==> src/rtl/chord_lock_pkg.sv <==
package chord_lock_pkg;

  typedef enum logic [2:0] {
    S_IDLE,
    S_A1_HOLD,
    S_GAP,
    S_B_HOLD,
    S_B_WAIT,
    S_A2_HOLD,
    S_A2_WAIT,
    S_OPEN
  } lock_state_t;

  typedef enum logic [1:0] {
    PH_NONE,
    PH_GAP,
    PH_ACT
  } phase_t;

  localparam int CH_FIRST  = 0;
  localparam int CH_SECOND = 1;
  localparam int CH_FINAL  = 2;
  localparam int N_CHORDS  = 3;

  function automatic phase_t phase_of(lock_state_t s);
    case (s)
      S_GAP:                                              return PH_GAP;
      S_B_HOLD, S_B_WAIT, S_A2_HOLD, S_A2_WAIT, S_OPEN:   return PH_ACT;
      default:                                            return PH_NONE;
    endcase
  endfunction

endpackage

==> src/rtl/chord_code_regs.sv <==
module chord_code_regs
  import chord_lock_pkg::*;
#(
  parameter int NKEYS = 16,
  parameter int SELW  = $clog2(N_CHORDS),
  parameter logic [N_CHORDS*NKEYS-1:0] DEF_MASKS = '0
) (
  input  logic                clk,
  input  logic                rst,
  input  logic                cfg_we,
  input  logic [SELW-1:0]     cfg_sel,
  input  logic [NKEYS-1:0]    cfg_mask,
  input  logic [NKEYS-1:0]    keys,
  output logic [N_CHORDS-1:0] match,
  output logic                tamper,
  output logic                released,
  output logic                cfg_hit
);

  localparam logic [SELW-1:0] SEL_LAST = SELW'(N_CHORDS - 1);

  logic [NKEYS-1:0] mask_q [N_CHORDS];
  logic [NKEYS-1:0] code_union;

  assign cfg_hit = cfg_we && (cfg_sel <= SEL_LAST);

  for (genvar g = 0; g < N_CHORDS; g++) begin : g_chord
    always_ff @(posedge clk) begin
      if (rst)
        mask_q[g] <= DEF_MASKS[g*NKEYS +: NKEYS];
      else if (cfg_we && cfg_sel == SELW'(g))
        mask_q[g] <= cfg_mask;
    end

    // a chord matches only if its mask is a real pair and the pad shows exactly that pair
    assign match[g] = ($countones(mask_q[g]) == 2) && (keys == mask_q[g]);

    // writes to other selects leave this mask alone
    p_mask_kept_r10: assert property (@(posedge clk) disable iff (rst)
      (!cfg_we || cfg_sel != SELW'(g)) |=> $stable(mask_q[g]));
    // a write to this select lands the value
    p_mask_load_r10: assert property (@(posedge clk) disable iff (rst)
      (cfg_we && cfg_sel == SELW'(g)) |=> mask_q[g] == $past(cfg_mask));
    // a match always shows two pressed keys
    p_pair_only_r11: assert property (@(posedge clk) disable iff (rst)
      match[g] |-> $countones(keys) == 2);
  end

  always_comb begin
    code_union = '0;
    for (int i = 0; i < N_CHORDS; i++) code_union |= mask_q[i];
  end

  assign tamper   = |(keys & ~code_union);
  assign released = (keys == '0);

endmodule

==> src/rtl/chord_window_timer.sv <==
module chord_window_timer #(
  parameter int GAP_TICKS = 5000,
  parameter int ACT_TICKS = 5000
) (
  input  logic clk,
  input  logic rst,
  input  logic clr,
  input  logic run,
  input  logic use_act,
  input  logic tick,
  output logic expire
);

  localparam int MAXT = (GAP_TICKS > ACT_TICKS) ? GAP_TICKS : ACT_TICKS;
  localparam int CW   = $clog2(MAXT + 1);
  localparam logic [CW-1:0] GAP_LAST = CW'(GAP_TICKS - 1);
  localparam logic [CW-1:0] ACT_LAST = CW'(ACT_TICKS - 1);

  logic [CW-1:0] cnt_q;
  logic [CW-1:0] last;

  assign last   = use_act ? ACT_LAST : GAP_LAST;
  assign expire = run && tick && (cnt_q == last);

  always_ff @(posedge clk) begin
    if (rst || clr)
      cnt_q <= '0;
    else if (run && tick)
      cnt_q <= cnt_q + 1'b1;
  end

  // the count never passes the last tick of the window in force
  p_cnt_bound_r5: assert property (@(posedge clk) disable iff (rst)
    run |-> cnt_q <= last);
  // a clear leaves a fresh window
  p_clear_r4: assert property (@(posedge clk) disable iff (rst)
    (clr && !rst) |=> cnt_q == '0);

endmodule

==> src/rtl/chord_seq_fsm.sv <==
module chord_seq_fsm
  import chord_lock_pkg::*;
(
  input  logic                clk,
  input  logic                rst,
  input  logic [N_CHORDS-1:0] match,
  input  logic                released,
  input  logic                tamper,
  input  logic                expire,
  input  logic                cfg_hit,
  output logic                tmr_clr,
  output logic                tmr_run,
  output logic                tmr_act,
  output logic                open
);

  lock_state_t state_q, state_d;
  phase_t      ph_q, ph_d;

  always_comb begin
    state_d = state_q;
    case (state_q)
      S_IDLE:    if (match[CH_FIRST])  state_d = S_A1_HOLD;
      S_A1_HOLD: if (released)         state_d = S_GAP;
      S_GAP:     if (match[CH_SECOND]) state_d = S_B_HOLD;
      S_B_HOLD:  if (released)         state_d = S_B_WAIT;
      S_B_WAIT:  if (match[CH_FIRST])  state_d = S_A2_HOLD;
      S_A2_HOLD: if (released)         state_d = S_A2_WAIT;
      S_A2_WAIT: if (match[CH_FINAL])  state_d = S_OPEN;
      S_OPEN:    if (!match[CH_FINAL]) state_d = S_IDLE;
      default:                         state_d = S_IDLE;
    endcase
    if (tamper || expire || cfg_hit) state_d = S_IDLE;
  end

  always_ff @(posedge clk) begin
    if (rst) state_q <= S_IDLE;
    else     state_q <= state_d;
  end

  assign ph_q    = phase_of(state_q);
  assign ph_d    = phase_of(state_d);
  assign tmr_run = (ph_q != PH_NONE);
  assign tmr_act = (ph_q == PH_ACT);
  assign tmr_clr = (ph_q == PH_NONE) || (ph_d != ph_q);
  assign open    = (state_q == S_OPEN);

  // a foreign key always drops to idle
  p_tamper_idle_r8: assert property (@(posedge clk) disable iff (rst)
    tamper |=> state_q == S_IDLE);
  // a closing window always drops to idle
  p_expire_idle_r7: assert property (@(posedge clk) disable iff (rst)
    expire |=> state_q == S_IDLE);
  // a mask write abandons any progress
  p_cfg_idle_r10: assert property (@(posedge clk) disable iff (rst)
    cfg_hit |=> state_q == S_IDLE);
  // the sequence only starts from the first chord
  p_start_first_r9: assert property (@(posedge clk) disable iff (rst)
    (state_q == S_A1_HOLD && $past(state_q) == S_IDLE) |-> $past(match[CH_FIRST]));
  // a hold state is left only through a full release (or abort)
  p_release_r3: assert property (@(posedge clk) disable iff (rst)
    (state_q == S_A1_HOLD && !released && !tamper && !cfg_hit) |=> state_q == S_A1_HOLD);

endmodule

==> src/rtl/chord_lock.sv <==
module chord_lock
  import chord_lock_pkg::*;
#(
  parameter int NKEYS     = 16,
  parameter int GAP_TICKS = 5000,
  parameter int ACT_TICKS = 5000,
  parameter logic [NKEYS-1:0] CODE_FIRST  = 16'h0021,
  parameter logic [NKEYS-1:0] CODE_SECOND = 16'h0300,
  parameter logic [NKEYS-1:0] CODE_FINAL  = 16'h4010
) (
  input  logic             clk,
  input  logic             rst,
  input  logic             tick,
  input  logic [NKEYS-1:0] keys,
  input  logic             cfg_we,
  input  logic [1:0]       cfg_sel,
  input  logic [NKEYS-1:0] cfg_mask,
  output logic             unlock
);

  localparam logic [N_CHORDS*NKEYS-1:0] DEFS = {CODE_FINAL, CODE_SECOND, CODE_FIRST};

  logic [N_CHORDS-1:0] match;
  logic tamper, released, cfg_hit;
  logic tmr_clr, tmr_run, tmr_act, expire;

  chord_code_regs #(
    .NKEYS(NKEYS), .SELW(2), .DEF_MASKS(DEFS)
  ) u_regs (
    .clk(clk), .rst(rst), .cfg_we(cfg_we), .cfg_sel(cfg_sel), .cfg_mask(cfg_mask),
    .keys(keys), .match(match), .tamper(tamper), .released(released), .cfg_hit(cfg_hit)
  );

  chord_window_timer #(
    .GAP_TICKS(GAP_TICKS), .ACT_TICKS(ACT_TICKS)
  ) u_timer (
    .clk(clk), .rst(rst), .clr(tmr_clr), .run(tmr_run), .use_act(tmr_act),
    .tick(tick), .expire(expire)
  );

  chord_seq_fsm u_fsm (
    .clk(clk), .rst(rst), .match(match), .released(released), .tamper(tamper),
    .expire(expire), .cfg_hit(cfg_hit), .tmr_clr(tmr_clr), .tmr_run(tmr_run),
    .tmr_act(tmr_act), .open(unlock)
  );

  // the cycle after a reset edge is always locked
  p_reset_locked_r1: assert property (@(posedge clk)
    $past(rst) |-> !unlock);
  // the lock is open only if the previous cycle showed a two-key chord
  p_open_pair_r6: assert property (@(posedge clk) disable iff (rst)
    unlock |-> $countones($past(keys)) == 2);

endmodule

==> config.mk <==
export PLATFORM = sky130hd
export DESIGN_NAME = chord_lock
export DESIGN_NICKNAME = d
export VERILOG_FILES = /design/src/rtl/chord_lock_pkg.sv /design/src/rtl/chord_code_regs.sv /design/src/rtl/chord_window_timer.sv /design/src/rtl/chord_seq_fsm.sv /design/src/rtl/chord_lock.sv
export SDC_FILE = /design/constraint.sdc
export NUM_CORES = 1
export LEC_CHECK = 0
export ABC_AREA = 1
export BUFFER_PORTS_ARGS = -buffer_cell sky130_fd_sc_hd__buf_2
export CAP_MARGIN = 30
export CORE_MARGIN = 5
export CORE_UTILIZATION = 40
export DETAILED_ROUTE_END_ITERATION = 10
export HOLD_SLACK_MARGIN = 0.08
export PLACE_DENSITY_LB_ADDON = 0.25
export REMOVE_ABC_BUFFERS = 1
export SLEW_MARGIN = 20
export SYNTH_ARGS = -nofsm -noshare
export SYNTH_HDL_FRONTEND = slang
export SYNTH_HIERARCHICAL = 1
export SYNTH_SLANG_ARGS = --single-unit
==> constraint.sdc <==
create_clock -name clk -period 6.9 [get_ports clk]
set_input_delay 1.035 -clock clk [delete_from_list [all_inputs] [get_ports clk]]
set_output_delay 1.035 -clock clk [all_outputs]
set_load 0.02 [all_outputs]
* Yosys cells after proc, flatten, opt, wreduce, memory -nomap -nowiden
Memories as Yosys holds them, arrays and structs flattened.
Cells that the tools add are included.
** Storage, ports and cells
- Bits in latches :: 0
- Input bits :: 38
- Memory bits (writable) :: 48
- Logic and storage cells :: 127
- Register bits after elaboration :: 16
- Memories kept :: 1
- Output and inout port bits :: 1
- Memory bits (read-only) :: 0
** Memory list
- u_regs.mask_q :: words 3, width 16, read ports 3, clocked after memory_dff 0, wr ports 3, line chord_code_regs.sv:22 : logic [NKEYS-1:0] mask_q [N_CHORDS];
** Operators by class
- $add $sub $neg :: 46
- Equal/unequal tests :: 23
- Order comparisons :: 1
- Divide/modulo/power cells :: 0
- Reductions and logical operators :: 21
- Shift-type cells :: 0
- Multiply operators :: 0
- Mux-type cells :: 26
- Bitwise logic cells :: 7
** Operators by type and width (count)
- 32-bit adder :: 21
- 32-bit by 3-bit == test with 1-bit output (second input constant) :: 3
- 1-bit by 1-bit adder with 2-bit output :: 24
- 16-bit == test :: 3
- 16-bit 2-to-1 mux :: 3
- 16-bit OR :: 2
- 3-bit 2-to-1 mux :: 9
- 3-bit == test (second input constant) :: 8
- 3-bit case mux with 8 select lines :: 1
- 16-bit bitwise AND :: 1
- 16-bit zero test :: 1
- 16-bit inverter :: 1
- 16-bit OR reduction :: 1
- 13-bit by 1-bit adder with 13-bit output (second input constant) :: 1
- 13-bit == test (second input constant) :: 1
- 3-bit by 2-bit == test with 1-bit output (second input constant) :: 4
- 1-bit 2-to-1 mux :: 11
- 5-bit OR reduction :: 2
- 1-bit logical AND :: 9
- 2-bit case mux with 2 select lines :: 2
- 2-bit zero test :: 2
- 1-bit logical OR :: 4
- 3-bit by 1-bit == test with 1-bit output (second input constant) :: 1
- 3-bit zero test :: 1
- 6 further kinds :: 8

* Longest topological paths before layout
Gate-level depths: netlist (run 1).
An unclocked memory read counts as a cell.
- Word-level depth :: 16
- Depth in mapped cells :: 32
- Mapped depth without buffers :: 31

* Modules after synthesis
The synthesis (run 1) kept the hierarchy.
** Modules (own cells, without submodules)
- chord_code_regs :: times used 1, area an instance 3907.5 um^2, cells an instance 503
- chord_window_timer :: times used 1, area an instance 704.4 um^2, cells an instance 110
- chord_seq_fsm :: times used 1, area an instance 300.3 um^2, cells an instance 60

* Worst setup path before layout (run 1)
OpenSTA, ideal clock, no wires.
- Kind :: register -> register
- Start :: memory u_regs.mask_q[0][11]
- End :: register u_timer.cnt_q[1]
- Clock period less this slack :: 4.770 ns
- Slack :: 2.130 ns
- Arrival time :: 4.706 ns
- Required time :: 6.836 ns
- Cell stages (with the launch flop) :: 33
- Buffers on the path :: 1
- Cell sequence :: edfxtp_1 > fa_1 > inv_1 > fa_1 > inv_1 > fa_1 > inv_1 > fa_1 > inv_1 > ha_1 > inv_1 > fa_1 > nor2_1 > and2_0 > nand2_1 > nor2_1 > nand3_1 > nor2_1 > nand2_1 > inv_1 > nand2_1 > nand2_1 > nor2_1 > nand2_1 > nand3_1 > nand2_1 > inv_1 > nor2_1 > nand2_1 > nor2_1 > buf_2 > o21ai_0 > nor2_1
** RTL lines
- from (decl) :: line chord_code_regs.sv:22
- to (signal assigned) :: line chord_window_timer.sv:29 : cnt_q <= cnt_q + 1'b1;
- to (decl) :: line chord_window_timer.sv:19 : logic [CW-1:0] cnt_q;

==> run metrics, run 1 <==
CP required 7170 ps; status finished clean; vias in the first global route around 4.2k; share of cells above drive strength 1 0.0873; count of final hold-check violations 0; CTS Sinks 64; clock period minus worst slack 5840 ps; CTS buffer count 9; Max Cap Viol 0; area delta synth->final 12.1%; Die X 121 um; setup repair bufs after CTS 0; PwrDens ~250 nW/um^2; part of the cycle the worst path needs 0.847; Mapped Cells 673; Sequential Power Share 0.335; fin cells ~870; RSZ-0062 raised after global routing false; clock buffer depth 2; hold path depth 2; clock transition at the registers of the reported paths 60 ps; die height 121 um; critical path peak fanout 12; Placed Cells 854; Final Max Slew Viols 0; total number of H-tree levels 3; Antenna Cells 0; commonest non-fill, non-tap cells in the layout nand2_1 (172), inv_1 (155), nor2_1 (127); DR vias 4307; Final GP Congestion ~1.0; Rel. slew slack 0.374; wl on met1 6400 um; commonest non-fill, non-tap cell in the layout nand2_1; DR pass1 iterations 5; post-layout util 0.459; skew final ~10 ps; Max Freq 171 MHz; CP Launch Type flip-flop; Synth Flop Type edfxtp_1; Psw approximately 500 uW; initial antenna violation count 0; P_leak 2.70 nW; root buf cell clkbuf_16; syn_area_per_cell around 7.3 sq um; clock power share 0.287; TritonCTS clock tree yes; clk_lat worst skew 340 ps; VDD IR-drop max 0.113 mV; Netlist cell types 30; Final ANT Viol Nets 0; full die area around 15000 sq um; # rows 40; slowest stage delay, CP 630 ps; I/O Pins 39; largest net degree at the start of global routing 17; number of synthesized flops with an enable pin 48; HP Class flip-flop to flip-flop; Setup violations, final 0; Port Buffers 38; Tightest Pin Transition 936 ps; fraction of power spent switching nets 0.356; Global Route Usage Sum 0.196; worst reg2reg path depth 31; Synth Register Bits 64; yosys warns 6; post-CTS resize count 0; Routed WL 13700 um; DR WL/cell 15.8 um; grt ovf 0; Comb power frac 0.378; Residual DRC 0; WL met2 5940 um; Post-CTS Hold Buffers 0; Core Region 12000 sq um; Top Layer Used met4; setup TNS 0 ps; post-synthesis async set-or-reset flop share 0; met3 WL 928 um; global-route wire length before repair 21900 um; cell area after synthesis between 4000 and 5000 sq um; Total Nets Final about 800; Initial Utilization 0.409; DRT iter0 DRCs approximately 320; sequential share of the synthesized area 0.359; internal power 894 uW; Arr. time, crit path 6110 ps; Final HPWL DP 11100 um; slowest CP cell nor2_1; CP Capture Type flip-flop; Crit Path Category flip-flop to flip-flop; Vias/cell 4.96; Final Total Pwr roughly 1.4 mW
-- cell type report --
| cell class | instances | area, sq um |
|---|---|---|
| fill | 1226 | 6500 |
| multi-input combinational | 447 | 2520 |
| sequential | 64 | 1760 |
| inverter | 158 | 593 |
| clock buffer | 10 | 229 |
| timing repair buffer | 38 | 190 |
| tap | 147 | 184 |
| clock inverter | 5 | 25.0 |
-- kinds of logic after synthesis --
family          count (synthesis)  share of synthesized area
compound gates                 29                     0.0331
xor+xnor                        5                    0.00891
fa+ha+maj                      46                      0.163
buf+inv                       162                      0.127
flops                          64                      0.359
simple gates                  367                      0.309
-- metrics by stage --
step	hold slack, ps	worst slack, ps	instance area, sq um
6_report	503	1060	5510
5_1_grt	546	489	5510
4_1_cts	506	1090	5510
3_5_place_dp	498	1100	5250
3_3_place_gp	474	1180	5250
2_1_floorplan	460	1960	4880
-- power by group through the flow --
stage	Clock (mW)	Sequential [mW]	Combinational, mW
after global placement	0	0.471	0.504
after CTS	0.405	0.464	0.530
after detailed placement	0	0.472	0.527
final	0.399	0.465	0.524
after floorplan	0	0.460	0.387
after global routing	0.422	0.467	0.612
-- cell usage after synthesis (2+ instances only) --
library cell	number	area share
dfxtp_1	16	0.065
nor4_1	4	0.0051
o21ai_0	13	0.013
nor2_2	2	0.0025
a21oi_1	7	0.0071
buf_2	2	0.0020
or2_2	2	0.0025
nand3_1	26	0.026
fa_1	30	0.12
edfxtp_1	48	0.29
nor2_1	127	0.097
o22ai_1	4	0.0051
nor2_4	3	0.0069
xnor2_1	4	0.0071
ha_1	16	0.041
nand4_1	9	0.011
nor3_1	17	0.017
a21boi_0	3	0.0046
buf_6	2	0.0046
inv_1	155	0.12
inv_2	3	0.0023
nand2_1	172	0.13
-- layer usage --
metal / vias up / GRT usage
met5: - / 0
met4: 0 / 0.0878
met3: 34 / 0.0276
met2: 170 / 0.300
met1: 1969 / 0.277
li1: 2134 / -
-- flip-flops by register name, summed over array words and instances, names as in the netlist --
signal,cells
u_fsm/state_q,3
u_regs/mask_q,48
u_timer/cnt_q,13
-- path summary, 6_finish.rpt --
| path | start | endpoint | slack [ps] |
|---|---|---|---|
| worst min-delay path | u_timer/cnt_q[5] | u_timer/cnt_q[5] | 500 |
| worst max register to register | u_regs/mask_q[0][5] | u_timer/cnt_q[1] | 1060 |
| worst max-delay path | u_regs/mask_q[0][5] | u_timer/cnt_q[1] | 1060 |
| worst min register to register | u_timer/cnt_q[5] | u_timer/cnt_q[5] | 500 |
-- worst max-delay path: cells and delay by family, from the launching register on --
family	cells	cell delay (ps)
flops	1	420
buf+inv	7	410
compound gates	1	210
fa+ha+maj	6	2620
simple gates	17	2130
Note: power is estimated with default switching activity, not from simulation.
==> run 2, diff against run 1 <==
Clock period 6.9 ns to 5.8 ns, I/O delays scaled along.
==> run 2 against run 1 <==
Effect of this change: combinational power is 18% higher; first-iteration DRC count grew 20%; setup slack worse by 540 ps; via count is 0.30% lower; cell count increased by 0.23%; power up 21%; non-clock buffer count grew 1; largest power group unchanged.
==> run metrics, run 2 (same netlist as run 1, synthesis figures left out) <==
status finished clean; skew final 7.52 ps (-2.68 ps); CTS buffer count 9 (unchanged); CP Capture Type flip-flop; I/O Pins 39 (unchanged); post-layout util 0.461 (+0.00271); Routed WL 14000 um (+1.7%); Final Max Slew Viols 0 (unchanged); Rel. slew slack 0.390 (+0.0163); TritonCTS clock tree yes; Core Region 12000 sq um (unchanged); count of final hold-check violations 0 (unchanged); Tightest Pin Transition 912 ps (-24.4 ps); Final GP Congestion 0.990 (-5.2%); clock transition at the registers of the reported paths 50 ps (about the same); commonest non-fill, non-tap cell in the layout nand2_1; Post-CTS Hold Buffers 0 (unchanged); # rows 40 (unchanged); CP Launch Type flip-flop; DR pass1 iterations 4 (-1); Global Route Usage Sum 0.203 (+0.00709); CTS Sinks 64 (unchanged); area delta synth->final 12.8%; max reg flops 48 (unchanged); post-route cell area 5540 sq um (+0.59%); fill count 1264 (+3.1%); clk_lat worst skew 330 ps (about the same); commonest non-fill, non-tap cells in the layout nand2_1 (172), inv_1 (155), nor2_1 (126); total number of H-tree levels 3 (unchanged); global-route wire length before repair 22800 um (+4.1%); vias in the first global route 4360 (+3.1%); part of the cycle the worst path needs 0.911 (+0.0641); P_leak 2.72 nW (+0.59%); clock buffer depth 2 (unchanged); Setup violations, final 0 (unchanged); HP Class flip-flop to flip-flop; critical path peak fanout 12 (unchanged); die height 121 um (unchanged); RSZ-0062 raised after global routing false; PwrDens 302 nW/um^2 (+20%); Most flops, register u_regs/mask_q; grt ovf 0 (unchanged); DRT iter0 DRCs 389 (+20%); Arr. time, crit path 5550 ps (-560 ps); Total Nets Final 803 (+0.12%); Port Buffers 38 (unchanged); Final HPWL DP 11200 um (+1.2%); initial antenna violation count 0 (unchanged); CP required 6060 ps (-1110 ps); Vias/cell 4.93 (-0.53%); Crit Path Category flip-flop to flip-flop; DR WL/cell 16.0 um (+1.4%); r2r setup slk 520 ps (-540 ps); biggest regs u_regs/mask_q: 48 flops, u_timer/cnt_q: 13 flops, u_fsm/state_q: 3 flops; Max Cap Viol 0 (unchanged); clock period minus worst slack 5280 ps (-560 ps); DP Worst Slack 475 ps (-622 ps); Residual DRC 0 (unchanged); Placed Area 5260 sq um (+0.14%); root buf cell clkbuf_16; Die X 121 um (unchanged); PnR worst setup slack 515 ps (-540 ps); Initial Utilization 0.409 (unchanged); slowest stage delay, CP 560 ps (-70 ps); slowest CP cell fa_1; Sequential Area 1760 sq um (unchanged); Antenna Cells 0 (unchanged); VDD IR-drop max 0.169 mV (+49%); Final Total Pwr 1.67 mW (+21%); Max Freq 189 MHz (+11%); share of cells above drive strength 1 0.0912 (+0.00390); full die area 14600 sq um (unchanged); multi-input logic area 2530 sq um (about the same); setup TNS 0 ps (unchanged); largest net degree at the start of global routing 17 (unchanged); DR vias 4294 (-0.30%); Final ANT Viol Nets 0 (unchanged)
run 2: path summary, 6_finish.rpt:
kind,from,end,depth (start not counted)
hold / removal,u_timer/cnt_q[5],u_timer/cnt_q[5],2
hold reg to reg,u_timer/cnt_q[5],u_timer/cnt_q[5],2
setup / recovery,u_regs/mask_q[0][5],u_timer/cnt_q[2],32
setup reg to reg,u_regs/mask_q[0][5],u_timer/cnt_q[2],32
run 2: report_power, final:
part | internal, mW | switching, mW
logic | 0.259 | 0.360
registers | 0.521 | 0.0331
clock network | 0.309 | 0.193
total | 1.09 | 0.586
run 2: worst max-delay path: cells and delay by family, from the launching register on:
family                     cells  cell delay, ps
AOI/OAI and AO/OA              2             200
adders and majority gates      6            2620
buffers and inverters          8             600
DFF                            1             430
and+or+nand+nor               16            1370
run 2: timing repair:
item                       in CTS  in global routing
buffers inserted                0                  0
gates resized for setup         0                  1
setup endpoints to repair       0                  7
run 2: layout make-up:
class / count / area share
clock inverter: 4 / 0.00361
timing repair buffer: 39 / 0.0357
inverter: 158 / 0.107
tap: 147 / 0.0332
clock buffer: 12 / 0.0463
multi-input combinational: 447 / 0.456
sequential: 64 / 0.318
run 2: through the flow:
| stage | instances | hold slack [ps] |
|---|---|---|
| after floorplan | 669 | 460 |
| after global routing | 871 | 544 |
| final | 871 | 494 |
| after detailed placement | 855 | 487 |
| after global placement | 855 | 472 |
| after CTS | 871 | 494 |
run 2: per-layer routing:
metal / up-vias / GRT usage / part of all wire
met5: - / 0 / 0
met4: 0 / 0.0892 / 0.035
met3: 33 / 0.0370 / 0.072
met2: 161 / 0.306 / 0.43
met1: 1963 / 0.286 / 0.46
li1: 2137 / - / -
